<file path="src/rtl/bfu_pkg.sv">
package bfu_pkg;

  localparam int unsigned DATA_W = 32;

  typedef enum logic [2:0] {
    OP_EXTZ = 3'd0,
    OP_EXTS = 3'd1,
    OP_INS  = 3'd2,
    OP_CLZ  = 3'd3,
    OP_POP  = 3'd4
  } bfuOp_e;

  // strobes from control to datapath
  typedef struct packed {
    logic load;
    logic selExt;
    logic signFill;
    logic selIns;
    logic selClz;
    logic selPop;
  } bfuStb_t;

endpackage

</file>
<file path="src/rtl/bfu_field.sv">
module bfu_field #(
  parameter int unsigned WIDTH = 32,
  localparam int unsigned POS_W = $clog2(WIDTH),
  localparam int unsigned LEN_W = POS_W + 1
) (
  input  logic [WIDTH-1:0] srcIn,
  input  logic [WIDTH-1:0] dstIn,
  input  logic [POS_W-1:0] posIn,
  input  logic [LEN_W-1:0] lenIn,
  output logic [WIDTH-1:0] extZero,
  output logic [WIDTH-1:0] extSign,
  output logic [WIDTH-1:0] insOut
);

  logic [LEN_W-1:0] room;
  logic [LEN_W-1:0] effLen;
  logic [WIDTH-1:0] lowMask;
  logic [WIDTH-1:0] placeMask;
  logic [WIDTH-1:0] shifted;
  logic [POS_W-1:0] topIdx;
  logic             signBit;

  // bits left between the start position and the top of the word
  assign room   = LEN_W'(WIDTH) - {1'b0, posIn};
  assign effLen = (lenIn > room) ? room : lenIn;

  genvar k;
  generate
    for (k = 0; k < WIDTH; k++) begin : g_mask
      assign lowMask[k] = (effLen > LEN_W'(k));
    end
  endgenerate

  assign shifted   = srcIn >> posIn;
  assign placeMask = lowMask << posIn;
  assign topIdx    = POS_W'(effLen - LEN_W'(1));
  assign signBit   = (effLen != '0) && shifted[topIdx];

  assign extZero = shifted & lowMask;
  assign extSign = extZero | (signBit ? ~lowMask : '0);
  assign insOut  = (dstIn & ~placeMask) | ((srcIn & lowMask) << posIn);

endmodule

</file>
<file path="src/rtl/bfu_count.sv">
module bfu_count #(
  parameter int unsigned WIDTH = 32,
  localparam int unsigned CNT_W = $clog2(WIDTH) + 1
) (
  input  logic [WIDTH-1:0] valIn,
  output logic [CNT_W-1:0] lzCount,
  output logic [CNT_W-1:0] onesCount
);

  always_comb begin
    logic seen;
    seen    = 1'b0;
    lzCount = '0;
    for (int i = WIDTH - 1; i >= 0; i--) begin
      if (valIn[i]) begin
        seen = 1'b1;
      end else if (!seen) begin
        lzCount = lzCount + CNT_W'(1);
      end
    end
  end

  always_comb begin
    onesCount = '0;
    for (int i = 0; i < WIDTH; i++) begin
      onesCount = onesCount + CNT_W'(valIn[i]);
    end
  end

endmodule

</file>
<file path="src/rtl/bfu_ctrl.sv">
module bfu_ctrl
  import bfu_pkg::*;
(
  input  logic          clk,
  input  logic          rstN,
  input  logic          reqValid,
  input  logic [2:0]    opSel,
  output bfuStb_t       stb,
  output logic          resValid
);

  always_comb begin
    stb          = '0;
    stb.load     = reqValid;
    stb.selExt   = (opSel == OP_EXTZ) || (opSel == OP_EXTS);
    stb.signFill = (opSel == OP_EXTS);
    stb.selIns   = (opSel == OP_INS);
    stb.selClz   = (opSel == OP_CLZ);
    stb.selPop   = (opSel == OP_POP);
  end

  always_ff @(posedge clk or negedge rstN) begin
    if (!rstN) resValid <= 1'b0;
    else       resValid <= reqValid;
  end


  valid_follow_chk: assert property (@(posedge clk) disable iff (!rstN)
    reqValid |=> resValid);


  valid_drop_chk: assert property (@(posedge clk) disable iff (!rstN)
    !reqValid |=> !resValid);

endmodule

</file>
<file path="src/rtl/bfu_datapath.sv">
module bfu_datapath
  import bfu_pkg::*;
#(
  parameter int unsigned WIDTH = 32,
  localparam int unsigned POS_W = $clog2(WIDTH),
  localparam int unsigned LEN_W = POS_W + 1
) (
  input  logic             clk,
  input  logic             rstN,
  input  bfuStb_t          stb,
  input  logic [WIDTH-1:0] srcIn,
  input  logic [WIDTH-1:0] dstIn,
  input  logic [POS_W-1:0] posIn,
  input  logic [LEN_W-1:0] lenIn,
  output logic [WIDTH-1:0] resultQ
);

  logic [WIDTH-1:0] extZero;
  logic [WIDTH-1:0] extSign;
  logic [WIDTH-1:0] insOut;
  logic [LEN_W-1:0] lzCount;
  logic [LEN_W-1:0] onesCount;
  logic [WIDTH-1:0] resultD;

  bfu_field #(.WIDTH(WIDTH)) uField (
    .srcIn   (srcIn),
    .dstIn   (dstIn),
    .posIn   (posIn),
    .lenIn   (lenIn),
    .extZero (extZero),
    .extSign (extSign),
    .insOut  (insOut)
  );

  bfu_count #(.WIDTH(WIDTH)) uCount (
    .valIn     (srcIn),
    .lzCount   (lzCount),
    .onesCount (onesCount)
  );

  always_comb begin
    if (stb.selExt)      resultD = stb.signFill ? extSign : extZero;
    else if (stb.selIns) resultD = insOut;
    else if (stb.selClz) resultD = WIDTH'(lzCount);
    else if (stb.selPop) resultD = WIDTH'(onesCount);
    else                 resultD = '0;
  end

  always_ff @(posedge clk or negedge rstN) begin
    if (!rstN)         resultQ <= '0;
    else if (stb.load) resultQ <= resultD;
  end


  hold_idle_chk: assert property (@(posedge clk) disable iff (!rstN)
    !stb.load |=> $stable(resultQ));


  pop_range_chk: assert property (@(posedge clk) disable iff (!rstN)
    (stb.load && stb.selPop) |=> (resultQ <= WIDTH));


  clz_range_chk: assert property (@(posedge clk) disable iff (!rstN)
    (stb.load && stb.selClz) |=> (resultQ <= WIDTH));


  empty_extract_chk: assert property (@(posedge clk) disable iff (!rstN)
    (stb.load && stb.selExt && lenIn == '0) |=> (resultQ == '0));


  empty_insert_chk: assert property (@(posedge clk) disable iff (!rstN)
    (stb.load && stb.selIns && lenIn == '0) |=> (resultQ == $past(dstIn)));

endmodule

</file>
<file path="src/rtl/bfu_top.sv">
module bfu_top
  import bfu_pkg::*;
(
  input  logic        clk,
  input  logic        rstN,
  input  logic        reqValid,
  input  logic [2:0]  opSel,
  input  logic [31:0] srcVal,
  input  logic [31:0] dstVal,
  input  logic [4:0]  fieldPos,
  input  logic [5:0]  fieldLen,
  output logic        resValid,
  output logic [31:0] result
);

  bfuStb_t stb;

  bfu_ctrl uCtrl (
    .clk      (clk),
    .rstN     (rstN),
    .reqValid (reqValid),
    .opSel    (opSel),
    .stb      (stb),
    .resValid (resValid)
  );

  bfu_datapath #(.WIDTH(DATA_W)) uDp (
    .clk     (clk),
    .rstN    (rstN),
    .stb     (stb),
    .srcIn   (srcVal),
    .dstIn   (dstVal),
    .posIn   (fieldPos),
    .lenIn   (fieldLen),
    .resultQ (result)
  );

endmodule

</file>
<file path="config.mk">
export PLATFORM = sky130hd
export DESIGN_NAME = bfu_top
export DESIGN_NICKNAME = d
export VERILOG_FILES = /design/src/rtl/bfu_pkg.sv /design/src/rtl/bfu_field.sv /design/src/rtl/bfu_count.sv /design/src/rtl/bfu_ctrl.sv /design/src/rtl/bfu_datapath.sv /design/src/rtl/bfu_top.sv
export SDC_FILE = /design/constraint.sdc
export NUM_CORES = 1
export LEC_CHECK = 0
export CAP_MARGIN = 20
export CORE_MARGIN = 5
export CORE_UTILIZATION = 60
export DETAILED_ROUTE_END_ITERATION = 10
export DONT_BUFFER_PORTS = 1
export MAX_ROUTING_LAYER = met4
export PLACE_DENSITY_LB_ADDON = 0.15
export SYNTH_ARGS = -nofsm -noshare
export SYNTH_HDL_FRONTEND = slang
export SYNTH_HIERARCHICAL = 1
export SYNTH_SLANG_ARGS = --single-unit
</file>
<file path="constraint.sdc">
create_clock -name clk -period 0.8 [get_ports clk]
set_input_delay 0.12 -clock clk [delete_from_list [all_inputs] [get_ports clk]]
set_output_delay 0.12 -clock clk [all_outputs]
set_load 0.05 [all_outputs]
</file>
==> results of run 1 <==
-- cells by family after synthesis --
logic type / count (synthesis) / share of synthesized area (%)
AND/OR/NAND/NOR: 840 / 26.8
AO/OA/AOI/OAI: 766 / 35.3
buffers and inverters: 240 / 7.18
multiplexers: 152 / 13.1
XOR/XNOR: 77 / 5.50
adder cells (fa/ha/maj): 74 / 6.91
flip-flops: 33 / 5.18
-- synthesized netlist by cell type, drive strengths merged, types with 46 or more instances --
cell type / n / area share, %
nor3: 75 / 2.6
buf: 81 / 3.3
o21ai: 144 / 4.6
nor2: 195 / 4.7
mux2i: 63 / 4.0
inv: 82 / 1.9
xnor2: 46 / 2.9
mux2: 57 / 4.6
clkbuf: 72 / 1.7
nand2: 228 / 5.4
ha: 48 / 3.8
a21oi: 135 / 4.8
nand3: 77 / 2.4
-- metal layers --
metal	overflow	track usage, %
met5	-	-
met4	100	83.0
met3	35	78.4
met2	132	93.9
met1	23	84.0
-- repair_timing --
item,CTS
setup endpoints to repair,65
gates cloned,4
endpoints found under the hold margin,60
buffers inserted,56
pin swaps,114
resized for setup,229
-- per-stage QoR --
step | instances | hold slack, ps | utilization [%] | cell area [um^2] | setup TNS, ps
floorplan | 2182 | -176 | - | 16300 | -190430
global placement | 3147 | -175 | 83.6 | 21900 | -175100
detailed placement | 3147 | -175 | 83.6 | 21900 | -182400
CTS | 3211 | -474 | 89.8 | 23500 | -162000
==> flow_summary.toml, run 1 <==
[place]
preCtsSetupSlack_ps = -12530
hpwl_um = 61900
globalplace.congestion = 1.26
portBuffers = 0

[yosys]
ys_warn_count = 6
synth_edf_count = 0
seq_area_frac_synth_pct = 5.18
synth_nets = 2335
synth_cells = 2182
ys.flop_type = "dfrtp_1"
avgSynthCellArea_um2 = 7.30
syn-cell-area_um2 = 15900
ys_ff_latch = 33
synth_cell_type_count = 133
ys_async_sr_fraction_pct = 100

[outcome]
haltStage = "global routing (5_1_grt)"
status = "aborted with a tool error"
error_line = "[ERROR GRT-0116] Global routing finished with congestion. Check the congestion regions in the DRC Viewer."

[floorplanning]
die_h_um = 173
rows = 59
initial_core_util_pct = 61.0
die-width_um = 173
io_pins = 114

[clock_tree]
cts_root_buf = "clkbuf_16"
cts_inserted_buffers = 5
htreeDepth = 2
clockBufferDepth = 2
cts.sinks = 33

[global_route]
grt.total_usage_pct = 85.5
grt_pass1_wl_um = 194000
grt_pass1_vias = 29482
grt_max_degree = 124
overflow = 290
==> inputs of run 2 (changes only) <==
Settings changed: CORE_UTILIZATION 60 to 40, MAX_ROUTING_LAYER met4 to default.
==> flow_summary.toml, run 2 <==
[sta]
fmax_mhz = 80.1
worst_slack_ps = -11680
final.period_utilization_pct = 1560
tightest_slew_ps = 892
hold-worst-slack_ps = -466
finalHoldViolations = 60
setup_viol = 65
rsz0062_at_grt = "true"
min_period_ps = 12480
finalClockSkew_ps = 0
drv_slew = 0
timing.slew.headroom_pct = 39.9

[setup_path]
cp_data_arrival_time_ps = 12630
worst_setup_path_end_kind = "flop"
cp_slowest_cell = "ha_2"
crit_top_cell = "nor2_1"
cp_slowest_stage_delay_ps = 340
cp_data_required_time_ps = 950
start_kind = "input port"
crit_path_max_fanout = 13
path_class = "in -> reg"

[yosys]
ys.flop_type = "dfrtp_1"
ys_ff_latch = 33
seq_area_frac_synth_pct = 5.18
ys_warn_count = 6
synth_area_leaders = "nand2_1, dfrtp_1, mux4_2, nor2_1, o21ai_0"
syn-cell-area_um2 = 15900
ys_async_sr_fraction_pct = 100
synth_top_cells_by_count = "nand2_1, nor2_1, o21ai_0, a21oi_1, inv_1"
synth_nets = 2335
synth_most_common_cell = "nand2_1"
synth_cells = 2182
avgSynthCellArea_um2 = 7.30
synth_edf_count = 0
synth_cell_type_count = 133
yosys.area.top_type = "nand2_1"
synth_top_area_share_pct = 5.35

[cells_and_area]
top_register = "uDp/resultQ"
register_area_um2 = 826
layout_commonest_cell = "buf_4"
top_regs = "uDp/resultQ: 32 flops, uCtrl/resValid: 1 flops"
multiInputGateArea_um2 = 15600
fin_nets = 3102
syn_to_final_growth_pct = 55.7
fillers = 3534
drive_gt1_share_pct = 46.2
n_antenna_cell = 0
layout_common_cells = "buf_4, nand2_1, nor2_1"
largest_register_ffs = 32

[drt]
vias = 21981
routedWlPerCell_um = 26.0
vias_per_cell = 6.33
drt-pass1-iter-count = 6
routed_wl_um = 90400
drc = 0
drt_iter0_markers = 2377
ant_nets = 0

[global_route]
gr-usage-met3_pct = 7.29
top_usage_layer = "met2"
grt_pass1_wl_um = 133000
grt_max_degree = 124
antenna_found_initial = 2
met1_usage_pct = 47.2
grt_pass1_vias = 21807
overflow = 0
grtUsageMet2_pct = 64.8
grt.total_usage_pct = 38.7

[hold_path]
hold_class = "in -> async"

[place]
globalplace.congestion = 1.03
preCtsSetupSlack_ps = -12360
portBuffers = 0
hpwl_um = 69900

[clock_tree]
cts.sinks = 33
htreeDepth = 2
clockBufferDepth = 2
cts_inserted_buffers = 5
clkLatencyLatePin_ps = 280
cts_root_buf = "clkbuf_16"
cts_tree = "built"
clkSlewWorstSetupHoldPaths_ps = 50

[floorplanning]
die_h_um = 210
coreArea_um2 = 39500
io_pins = 114
die-width_um = 210
rows = 73
die-area_um2 = 43900
initial_core_util_pct = 40.3

[power]
power_density_nw_per_um2 = 1250
irDropWorstVdd_mv = 1.83
finalPower_w = 0.0311
p_leak_nw = 10.7

[job]
maxCapViolCount = 0

[outcome]
status = "finished with violations"
failed_checks = "negative hold slack, negative setup slack"
## run 2: layout make-up
cell class	count	share of cell area [%]
clock buffer	5	0.504
clock inverter	3	0.262
inverter	83	1.38
multi-input combinational	1910	62.7
sequential	33	3.33
tap	525	2.65
timing repair buffer	916	29.2
## run 2: repair_timing
action | in CTS | in global routing
setup buffers | 90 | 39
endpoints found under the setup margin | 65 | 65
gates resized for setup | 212 | 121
pin swaps | 101 | 116
gates cloned | 2 | 0
endpoints found under the hold margin | 60 | 60
## run 2: worst max-delay path: cells and delay by family
family,cells,cell delay [ps]
xor+xnor,3,380
buf+inv,5,450
mux,5,900
simple gates,22,2250
fa+ha+maj,16,4360
compound gates,27,4150
## run 2: kinds of logic (layout without fill, tap and decap cells)
group           Yosys count  in the layout  synth area share (%)
simple gates            840            841                  26.8
compound gates          766            766                  35.3
buf+inv                 240           1007                  7.18
mux                     152            152                  13.1
xor+xnor                 77             77                  5.50
fa+ha+maj                74             74                  6.91
flops                    33             33                  5.18
## run 2: path summary, 6_finish.rpt
kind / from / endpoint / slack [ps] / cells past startpoint
max in group asynchronous: rstN / uDp/resultQ[26] / 1180 / 0
worst max-delay path: srcVal[30] / uDp/resultQ[4] / -11680 / 78
min in group clk: reqValid / uCtrl/resValid / -130 / 0
worst min-delay path: rstN / uDp/resultQ[7] / -470 / 0
worst max register to register: uDp/resultQ[24] / uDp/resultQ[24] / -120 / 4
worst min register to register: uDp/resultQ[20] / uDp/resultQ[20] / 540 / 2
## run 2: power breakdown
group / total (W) / internal, W / switching [W]
logic: 0.0265 / 0.0129 / 0.0136
registers: 0.00207 / 0.00189 / 0.000178
clock network: 0.00248 / 0.00178 / 0.000706
## run 2: per-stage QoR
step | instances | TNS, ps | cell area, um^2 | util [%]
floorplan | 2182 | -190430 | 16300 | -
global placement | 3351 | -179740 | 22200 | 56.2
detailed placement | 3351 | -184880 | 22200 | 56.2
CTS | 3444 | -162770 | 24000 | 60.8
global route | 3475 | -171220 | 24800 | 62.8
finish | 3475 | -164170 | 24800 | 62.8
## run 2: routing by layer
layer | up-vias | wire, um | share of wire (%)
met2 | 1227 | 41400 | 46
met5 | - | 11 | 0.012
li1 | 9885 | - | -
met3 | 322 | 7840 | 8.7
met4 | 2 | 6320 | 7.0
met1 | 10545 | 34800 | 39
Power figures use the tool's default switching activity.
